[src/rtl/baud_pkg.sv]
package baud_pkg;

   localparam int unsigned MAX_REG_W = 64;

   // Mask with ones over [lsb +: w], built bit by bit
   function automatic logic [MAX_REG_W-1:0] field_mask(input int unsigned lsb,
                                                       input int unsigned w);
      logic [MAX_REG_W-1:0] m;
      m = '0;
      for (int unsigned i = 0; i < MAX_REG_W; i++) begin
         if (i >= lsb && i < lsb + w) m[i] = 1'b1;
      end
      return m;
   endfunction

   // Counter control for the shared modulo counter
   typedef struct packed {
      logic en;
      logic clr;
      logic ld;
   } cnt_ctl_t;

endpackage

[src/rtl/baud_modcnt.sv]
module baud_modcnt #(
   parameter int unsigned W = 4
) (
   input  logic                 clk,
   input  logic                 rst_n,
   input  baud_pkg::cnt_ctl_t   ctl,
   input  logic [W-1:0]         ld_val,
   input  logic [W-1:0]         lim,
   output logic [W-1:0]         cnt,
   output logic                 at_lim
);

   assign at_lim = (cnt == lim);

   always_ff @(posedge clk) begin
      if (!rst_n) begin
         cnt <= '0;
      end else if (ctl.clr) begin
         cnt <= '0;
      end else if (ctl.ld) begin
         cnt <= ld_val;
      end else if (ctl.en) begin
         if (at_lim) cnt <= '0;
         else        cnt <= cnt + 1'b1;
      end
   end

endmodule

[src/rtl/baud_cfg_reg.sv]
module baud_cfg_reg #(
   parameter int unsigned REG_W   = 32,
   parameter int unsigned PRE_W   = 4,
   parameter int unsigned PRE_LSB = 16,
   parameter int unsigned DIV_W   = 10,
   parameter int unsigned DIV_LSB = 0
) (
   input  logic              clk,
   input  logic              rst_n,
   input  logic              wr,
   input  logic [REG_W-1:0]  wdata,
   input  logic              boundary,
   output logic [REG_W-1:0]  rdata,
   output logic              busy,
   output logic [PRE_W-1:0]  act_pre,
   output logic [DIV_W-1:0]  act_div
);

   logic [PRE_W-1:0] hold_pre;
   logic [DIV_W-1:0] hold_div;
   logic             promote;

   // A waiting update moves into the counters only at a bit boundary
   assign promote = boundary && busy;

   always_ff @(posedge clk) begin
      if (!rst_n) begin
         hold_pre <= '0;
         hold_div <= '0;
         act_pre  <= '0;
         act_div  <= '0;
         busy     <= 1'b0;
      end else begin
         if (promote) begin
            act_pre <= hold_pre;
            act_div <= hold_div;
         end
         if (wr) begin
            hold_pre <= wdata[PRE_LSB +: PRE_W];
            hold_div <= wdata[DIV_LSB +: DIV_W];
            busy     <= 1'b1;
         end else if (promote) begin
            busy     <= 1'b0;
         end
      end
   end

   always_comb begin
      rdata = '0;
      rdata[PRE_LSB +: PRE_W] = hold_pre;
      rdata[DIV_LSB +: DIV_W] = hold_div;
   end

endmodule

[src/rtl/baud_tickgen.sv]
module baud_tickgen #(
   parameter int unsigned REG_W    = 32,
   parameter int unsigned PRE_W    = 4,
   parameter int unsigned PRE_LSB  = 16,
   parameter int unsigned DIV_W    = 10,
   parameter int unsigned DIV_LSB  = 0,
   parameter int unsigned OS_RATIO = 13
) (
   input  logic              clk,
   input  logic              rst_n,
   input  logic              cfg_wr,
   input  logic [REG_W-1:0]  cfg_wdata,
   output logic [REG_W-1:0]  cfg_rdata,
   output logic              upd_busy,
   input  logic              rx_align,
   output logic              os_tick,
   output logic              bit_tick
);
   import baud_pkg::*;

   localparam int unsigned OS_W   = (OS_RATIO > 1) ? $clog2(OS_RATIO) : 1;
   localparam int unsigned OS_MID = OS_RATIO / 2;

   // Elaboration-time parameter checks
   if (REG_W > MAX_REG_W) begin : g_bad_regw
      $error("REG_W exceeds the supported maximum");
   end
   if (PRE_LSB + PRE_W > REG_W || DIV_LSB + DIV_W > REG_W) begin : g_bad_fit
      $error("a limit field does not fit in the word");
   end
   if (!(DIV_LSB + DIV_W <= PRE_LSB || PRE_LSB + PRE_W <= DIV_LSB)) begin : g_bad_overlap
      $error("limit fields overlap");
   end
   if (OS_RATIO < 1 || PRE_W < 1 || DIV_W < 1) begin : g_bad_size
      $error("counter sizes must be at least one");
   end

   logic [PRE_W-1:0] act_pre, pre_cnt;
   logic [DIV_W-1:0] act_div, div_cnt;
   logic             pre_wrap, div_wrap, os_wrap;
   cnt_ctl_t         pre_ctl, div_ctl;

   baud_cfg_reg #(
      .REG_W(REG_W), .PRE_W(PRE_W), .PRE_LSB(PRE_LSB),
      .DIV_W(DIV_W), .DIV_LSB(DIV_LSB)
   ) u_cfg (
      .clk      (clk),
      .rst_n    (rst_n),
      .wr       (cfg_wr),
      .wdata    (cfg_wdata),
      .boundary (bit_tick),
      .rdata    (cfg_rdata),
      .busy     (upd_busy),
      .act_pre  (act_pre),
      .act_div  (act_div)
   );

   // Stage 1: prescaler, counts every reference clock
   always_comb begin
      pre_ctl.en  = 1'b1;
      pre_ctl.clr = rx_align || bit_tick;
      pre_ctl.ld  = 1'b0;
   end

   baud_modcnt #(.W(PRE_W)) u_pre (
      .clk    (clk),
      .rst_n  (rst_n),
      .ctl    (pre_ctl),
      .ld_val ('0),
      .lim    (act_pre),
      .cnt    (pre_cnt),
      .at_lim (pre_wrap)
   );

   // Stage 2: baud divisor, counts prescaler wraps
   always_comb begin
      div_ctl.en  = pre_wrap;
      div_ctl.clr = rx_align || bit_tick;
      div_ctl.ld  = 1'b0;
   end

   baud_modcnt #(.W(DIV_W)) u_div (
      .clk    (clk),
      .rst_n  (rst_n),
      .ctl    (div_ctl),
      .ld_val ('0),
      .lim    (act_div),
      .cnt    (div_cnt),
      .at_lim (div_wrap)
   );

   assign os_tick = pre_wrap && div_wrap;

   // Stage 3: oversample grouping, present only when more than one per bit
   if (OS_RATIO > 1) begin : g_os_cnt
      logic [OS_W-1:0] os_cnt;
      cnt_ctl_t        os_ctl;

      always_comb begin
         os_ctl.en  = os_tick;
         os_ctl.clr = 1'b0;
         os_ctl.ld  = rx_align;
      end

      baud_modcnt #(.W(OS_W)) u_os (
         .clk    (clk),
         .rst_n  (rst_n),
         .ctl    (os_ctl),
         .ld_val (OS_W'(OS_MID)),
         .lim    (OS_W'(OS_RATIO - 1)),
         .cnt    (os_cnt),
         .at_lim (os_wrap)
      );
   end else begin : g_os_none
      assign os_wrap = 1'b1;
   end

   assign bit_tick = os_tick && os_wrap;

endmodule

[config.mk]
export PLATFORM = sky130hd
export DESIGN_NAME = baud_tickgen
export DESIGN_NICKNAME = d
export VERILOG_FILES = /design/src/rtl/baud_pkg.sv /design/src/rtl/baud_modcnt.sv /design/src/rtl/baud_cfg_reg.sv /design/src/rtl/baud_tickgen.sv
export SDC_FILE = /design/constraint.sdc
export NUM_CORES = 1
export LEC_CHECK = 0
export ABC_CLOCK_PERIOD_IN_PS = 4350
export BUFFER_PORTS_ARGS = -buffer_cell sky130_fd_sc_hd__buf_2
export CAP_MARGIN = 10
export CORE_MARGIN = 2
export CORE_UTILIZATION = 57
export DETAILED_ROUTE_END_ITERATION = 7
export GPL_ROUTABILITY_DRIVEN = 0
export PLACE_DENSITY_LB_ADDON = 0.12
export SLEW_MARGIN = 20
export SYNTH_ARGS = -nofsm -noshare
export SYNTH_HDL_FRONTEND = slang
export SYNTH_HIERARCHICAL = 1
export SYNTH_SLANG_ARGS = --single-unit
[constraint.sdc]
create_clock -name clk -period 4.35 [get_ports clk]
set_input_delay 0.6525 -clock clk [delete_from_list [all_inputs] [get_ports clk]]
set_output_delay 0.6525 -clock clk [all_outputs]
set_load 0.05 [all_outputs]
==> results.md <==
- Detailed-route via count: 2060
- Proportion of netlist area held by the largest area contributor: 0.3362
- Areal power density over the cells: 306.0 nW/um^2
- Number of placement rows: 25
- Slew margin rel.: 0.5131
- PnR Total Power: 938.9 uW
- Vias in the first global route: 1840
- Number of antenna violations at the first check in global routing: 0
- Type of the most critical hold path: reg2reg
- End of the worst register-to-register path: u_cfg/act_div[9]
- Leading post-synthesis cells by cell area: sky130_fd_sc_hd__dfxtp_1 (34%), sky130_fd_sc_hd__buf_4 (5.6%), sky130_fd_sc_hd__mux2i_1 (5.4%), sky130_fd_sc_hd__nor2b_1 (4.9%), sky130_fd_sc_hd__xor2_1 (4.7%)
- Count of synthesis-stage warnings from yosys: 6
- Post-Synthesis Mean Instance Area: 9.520 um^2
- Count of distinct cell types in the synthesized netlist: 42
- Number of nets with antenna violations after routing: 0
- Final setup skew: 0.004183 ns
- Critical path startpoint category: flip-flop
- R2r setup slk: 2.10 ns
- Crit Path Class: reg2out
- Final cell count without fillers: 416
- CTS Buffer Depth: 2
- Area leader, netlist: sky130_fd_sc_hd__dfxtp_1
- Critical Path End Type: output pin
- Mapped Area: 2799 um^2
- Launch point of the worst path: u_div/cnt[2]
- Top achievable clock speed: 0.3355 GHz
- Clock Sinks: 47
- I/O pin count: 71
- Sum of negative setup slack: 0 ns
- Cell count after placement: 408
- Leak: 1.269 nW
- Total count of max-transition violations in the final report: 0
- ANT cells: 0
- Number of buffers added by the clock tree synthesis step: 5
- Count of final hold-check violations: 0
- Clock tree from TritonCTS: done
- Max Cap Viol: 0
- Largest net degree at the start of global routing: 50
- Length in cells of the worst reg-to-reg path: 6
- Initial Utilization: 0.5926
- P&R area growth vs syn: 9.611%
- First-pass GRT wire length: 8328 um
- First drt pass iteration count: 6
- Number of instances resized during post-cts repair: 0
- HPWL after detailed placement: 3590 um
- Critical Path Sink: bit_tick
- Yosys reg bits: 47
- Cell area after placement: 2979 um^2
- Worst slew pin tran: 0.7304 ns
- Clock slew at the register clock pins of the worst setup and hold paths: 0.09 ns
- Proportion of synthesized chip area in sequential cells: 0.3362
- Crit path time final: 2.981 ns
- Worst voltage drop across the vdd grid: 0.2002 mV
- Routed length per placed instance: 12.13 um
- RSZ-0062 raised after global routing: false
- Finished layout cell area: 3068 um^2
- Die W: 74.08 um
- Beginning of the worst register-to-register path: u_div/cnt[2]
- Setup Buffers After CTS: 0
- Height of the die: 74.08 um
- Endpoint arrival time on the critical path: 2.33 ns
- Post-Syn Instances: 294
- First DRT Iteration DRCs: 113
- Share of final-layout standard cells stronger than drive strength 1: 0.2120
- Root buffer cell: sky130_fd_sc_hd__clkbuf_8
- Aggregate global routing overflow: 0
- Number of hold buffers added after CTS: 0
- Number of nets at the end of the flow: 387
- Final-report setup violation count: 0
- Number of levels the H-tree was split into: 2
- Insertion delay to the later sink of the worst-skew pair: 0.31 ns
- PortBufs: 34
- Overall track demand over capacity in global routing: 0.1928
- Number of remaining DRC errors: 0
- Via/cell ratio: 4.952
- Sum of routed wire length over all layers: 5045 um
- Worst path required time: 3.70 ns
- Tcrit/Tclk final: 0.6852
- Die footprint: 5487 um^2
- Critical path peak fanout: 17
- Status: completed
- Core box area: 4723 um^2
-- routing by layer --
layer | global-route usage | wire, um
met5 | 0 | 0
met4 | 0.07475 | 76
met3 | 0.03252 | 149
met2 | 0.3284 | 2407
met1 | 0.2439 | 2410
-- cell usage in the layout (no fill, tap or decap), types with 2 or more instances in the layout --
| cell type | count |
|---|---|
| sky130_fd_sc_hd__nand2b_1 | 6 |
| sky130_fd_sc_hd__o41ai_4 | 2 |
| sky130_fd_sc_hd__o21ai_2 | 10 |
| sky130_fd_sc_hd__ha_1 | 3 |
| sky130_fd_sc_hd__xor2_1 | 15 |
| sky130_fd_sc_hd__o22ai_2 | 8 |
| sky130_fd_sc_hd__xor2_2 | 2 |
| sky130_fd_sc_hd__buf_2 | 34 |
| sky130_fd_sc_hd__nand2_1 | 26 |
| sky130_fd_sc_hd__nor3b_1 | 16 |
| sky130_fd_sc_hd__and2_1 | 5 |
| sky130_fd_sc_hd__o21ai_1 | 4 |
| sky130_fd_sc_hd__clkbuf_8 | 5 |
| sky130_fd_sc_hd__o22ai_1 | 4 |
| sky130_fd_sc_hd__conb_1 | 52 |
| sky130_fd_sc_hd__nand3_1 | 5 |
| sky130_fd_sc_hd__o31ai_2 | 2 |
| sky130_fd_sc_hd__nand4_1 | 19 |
| sky130_fd_sc_hd__xnor2_1 | 11 |
| sky130_fd_sc_hd__mux2i_1 | 15 |
| sky130_fd_sc_hd__o41ai_1 | 2 |
| sky130_fd_sc_hd__nor2b_1 | 22 |
| sky130_fd_sc_hd__o21ai_0 | 2 |
| sky130_fd_sc_hd__a21oi_1 | 14 |
| sky130_fd_sc_hd__dfxtp_1 | 47 |
-- critical path, stage by stage, from the launching register on --
cell                      delay, ns
sky130_fd_sc_hd__dfxtp_1       0.54
sky130_fd_sc_hd__xnor2_4       0.16
sky130_fd_sc_hd__nand4_2       0.13
sky130_fd_sc_hd__nor4_4        0.40
sky130_fd_sc_hd__and3_2        0.46
sky130_fd_sc_hd__buf_2         0.33
-- cell families (layout without fill, tap and decap cells) --
| kind of cell | after synthesis | after routing | synth area share |
|---|---|---|---|
| AOI/OAI and AO/OA | 51 | 51 | 0.1560 |
| muxes | 15 | 15 | 0.05364 |
| buffers and inverters | 37 | 43 | 0.09700 |
| DFF | 47 | 47 | 0.3362 |
| other | 3 | 52 | 0.004023 |
| xor gates and xnor gates | 29 | 29 | 0.1028 |
| and+or+nand+nor | 109 | 109 | 0.2369 |
| adders and majority gates | 3 | 3 | 0.01341 |
-- registers in the layout, indices dropped and copies added, names as in the netlist --
register and cells:
u_cfg/act_pre 4, u_div/cnt 10, g_os_cnt.u_os/cnt 4, u_cfg/act_div 10
u_cfg/busy 1, u_cfg/hold_pre 4, u_cfg/hold_div 10, u_pre/cnt 4
-- synth_stat cells --
master,instances
sky130_fd_sc_hd__a21oi_1,14
sky130_fd_sc_hd__a31o_1,1
sky130_fd_sc_hd__and2_1,5
sky130_fd_sc_hd__and2_2,1
sky130_fd_sc_hd__and2_4,1
sky130_fd_sc_hd__and3_2,1
sky130_fd_sc_hd__and4_2,1
sky130_fd_sc_hd__buf_1,2
sky130_fd_sc_hd__buf_12,2
sky130_fd_sc_hd__buf_2,5
sky130_fd_sc_hd__buf_4,21
sky130_fd_sc_hd__buf_6,2
sky130_fd_sc_hd__clkbuf_1,5
sky130_fd_sc_hd__conb_1,3
sky130_fd_sc_hd__dfxtp_1,47
sky130_fd_sc_hd__ha_1,3
sky130_fd_sc_hd__mux2i_1,15
sky130_fd_sc_hd__nand2_1,26
sky130_fd_sc_hd__nand2b_1,6
sky130_fd_sc_hd__nand3_1,5
sky130_fd_sc_hd__nand4_1,19
sky130_fd_sc_hd__nand4_2,1
sky130_fd_sc_hd__nor2b_1,22
sky130_fd_sc_hd__nor3b_1,16
sky130_fd_sc_hd__nor4_1,2
sky130_fd_sc_hd__nor4_4,1
sky130_fd_sc_hd__o21a_1,1
sky130_fd_sc_hd__o21ai_0,2
sky130_fd_sc_hd__o21ai_1,4
sky130_fd_sc_hd__o21ai_2,10
sky130_fd_sc_hd__o22ai_1,4
sky130_fd_sc_hd__o22ai_2,8
sky130_fd_sc_hd__o311a_1,1
sky130_fd_sc_hd__o31ai_2,2
sky130_fd_sc_hd__o41ai_1,2
sky130_fd_sc_hd__o41ai_4,2
sky130_fd_sc_hd__or3_1,1
sky130_fd_sc_hd__or3b_1,1
sky130_fd_sc_hd__xnor2_1,11
sky130_fd_sc_hd__xnor2_4,1
sky130_fd_sc_hd__xor2_1,15
sky130_fd_sc_hd__xor2_2,2
-- where the power goes --
| group | switching, mW | total, mW | internal, mW |
|---|---|---|---|
| Clock | 0.157 | 0.273 | 0.116 |
| Combinational | 0.144 | 0.203 | 0.0590 |
| Sequential | 0.0176 | 0.463 | 0.445 |
| Total | 0.319 | 0.939 | 0.620 |
-- area by class of cell --
type,count,area (um^2)
Multi-Input combinational cell,259,1777
Fill cell,413,1655
Sequential cell,47,940.9
Timing Repair Buffer,35,177.7
Tap cell,67,83.83
Clock buffer,6,72.57
Clock inverter,2,16.27
-- worst min-delay path by stage --
| stage | startpoint | endpoint | slack, ns | cells past startpoint |
|---|---|---|---|---|
| after floorplan | u_cfg/act_pre[1] | u_cfg/act_pre[1] | 0.44 | 2 |
| after detailed placement | u_cfg/act_pre[3] | u_cfg/act_pre[3] | 0.46 | 2 |
| after CTS | u_cfg/act_pre[3] | u_cfg/act_pre[3] | 0.48 | 2 |
| after global routing | u_cfg/act_pre[2] | u_cfg/act_pre[2] | 0.49 | 2 |
| final | u_cfg/act_pre[3] | u_cfg/act_pre[3] | 0.47 | 2 |
| after global placement | u_cfg/act_pre[3] | u_cfg/act_pre[3] | 0.46 | 2 |
-- through the flow --
stage          setup WS [ns]  utilization  hold WS (ns)
6_report               1.369       0.6495        0.4715
5_1_grt                1.218       0.6495        0.4873
4_1_cts                1.347       0.6495        0.4788
3_5_place_dp           1.697       0.6307        0.4612
3_3_place_gp           1.707       0.6307        0.4553
2_1_floorplan          2.059            -        0.4399
(Power assumes the default switching activity.)
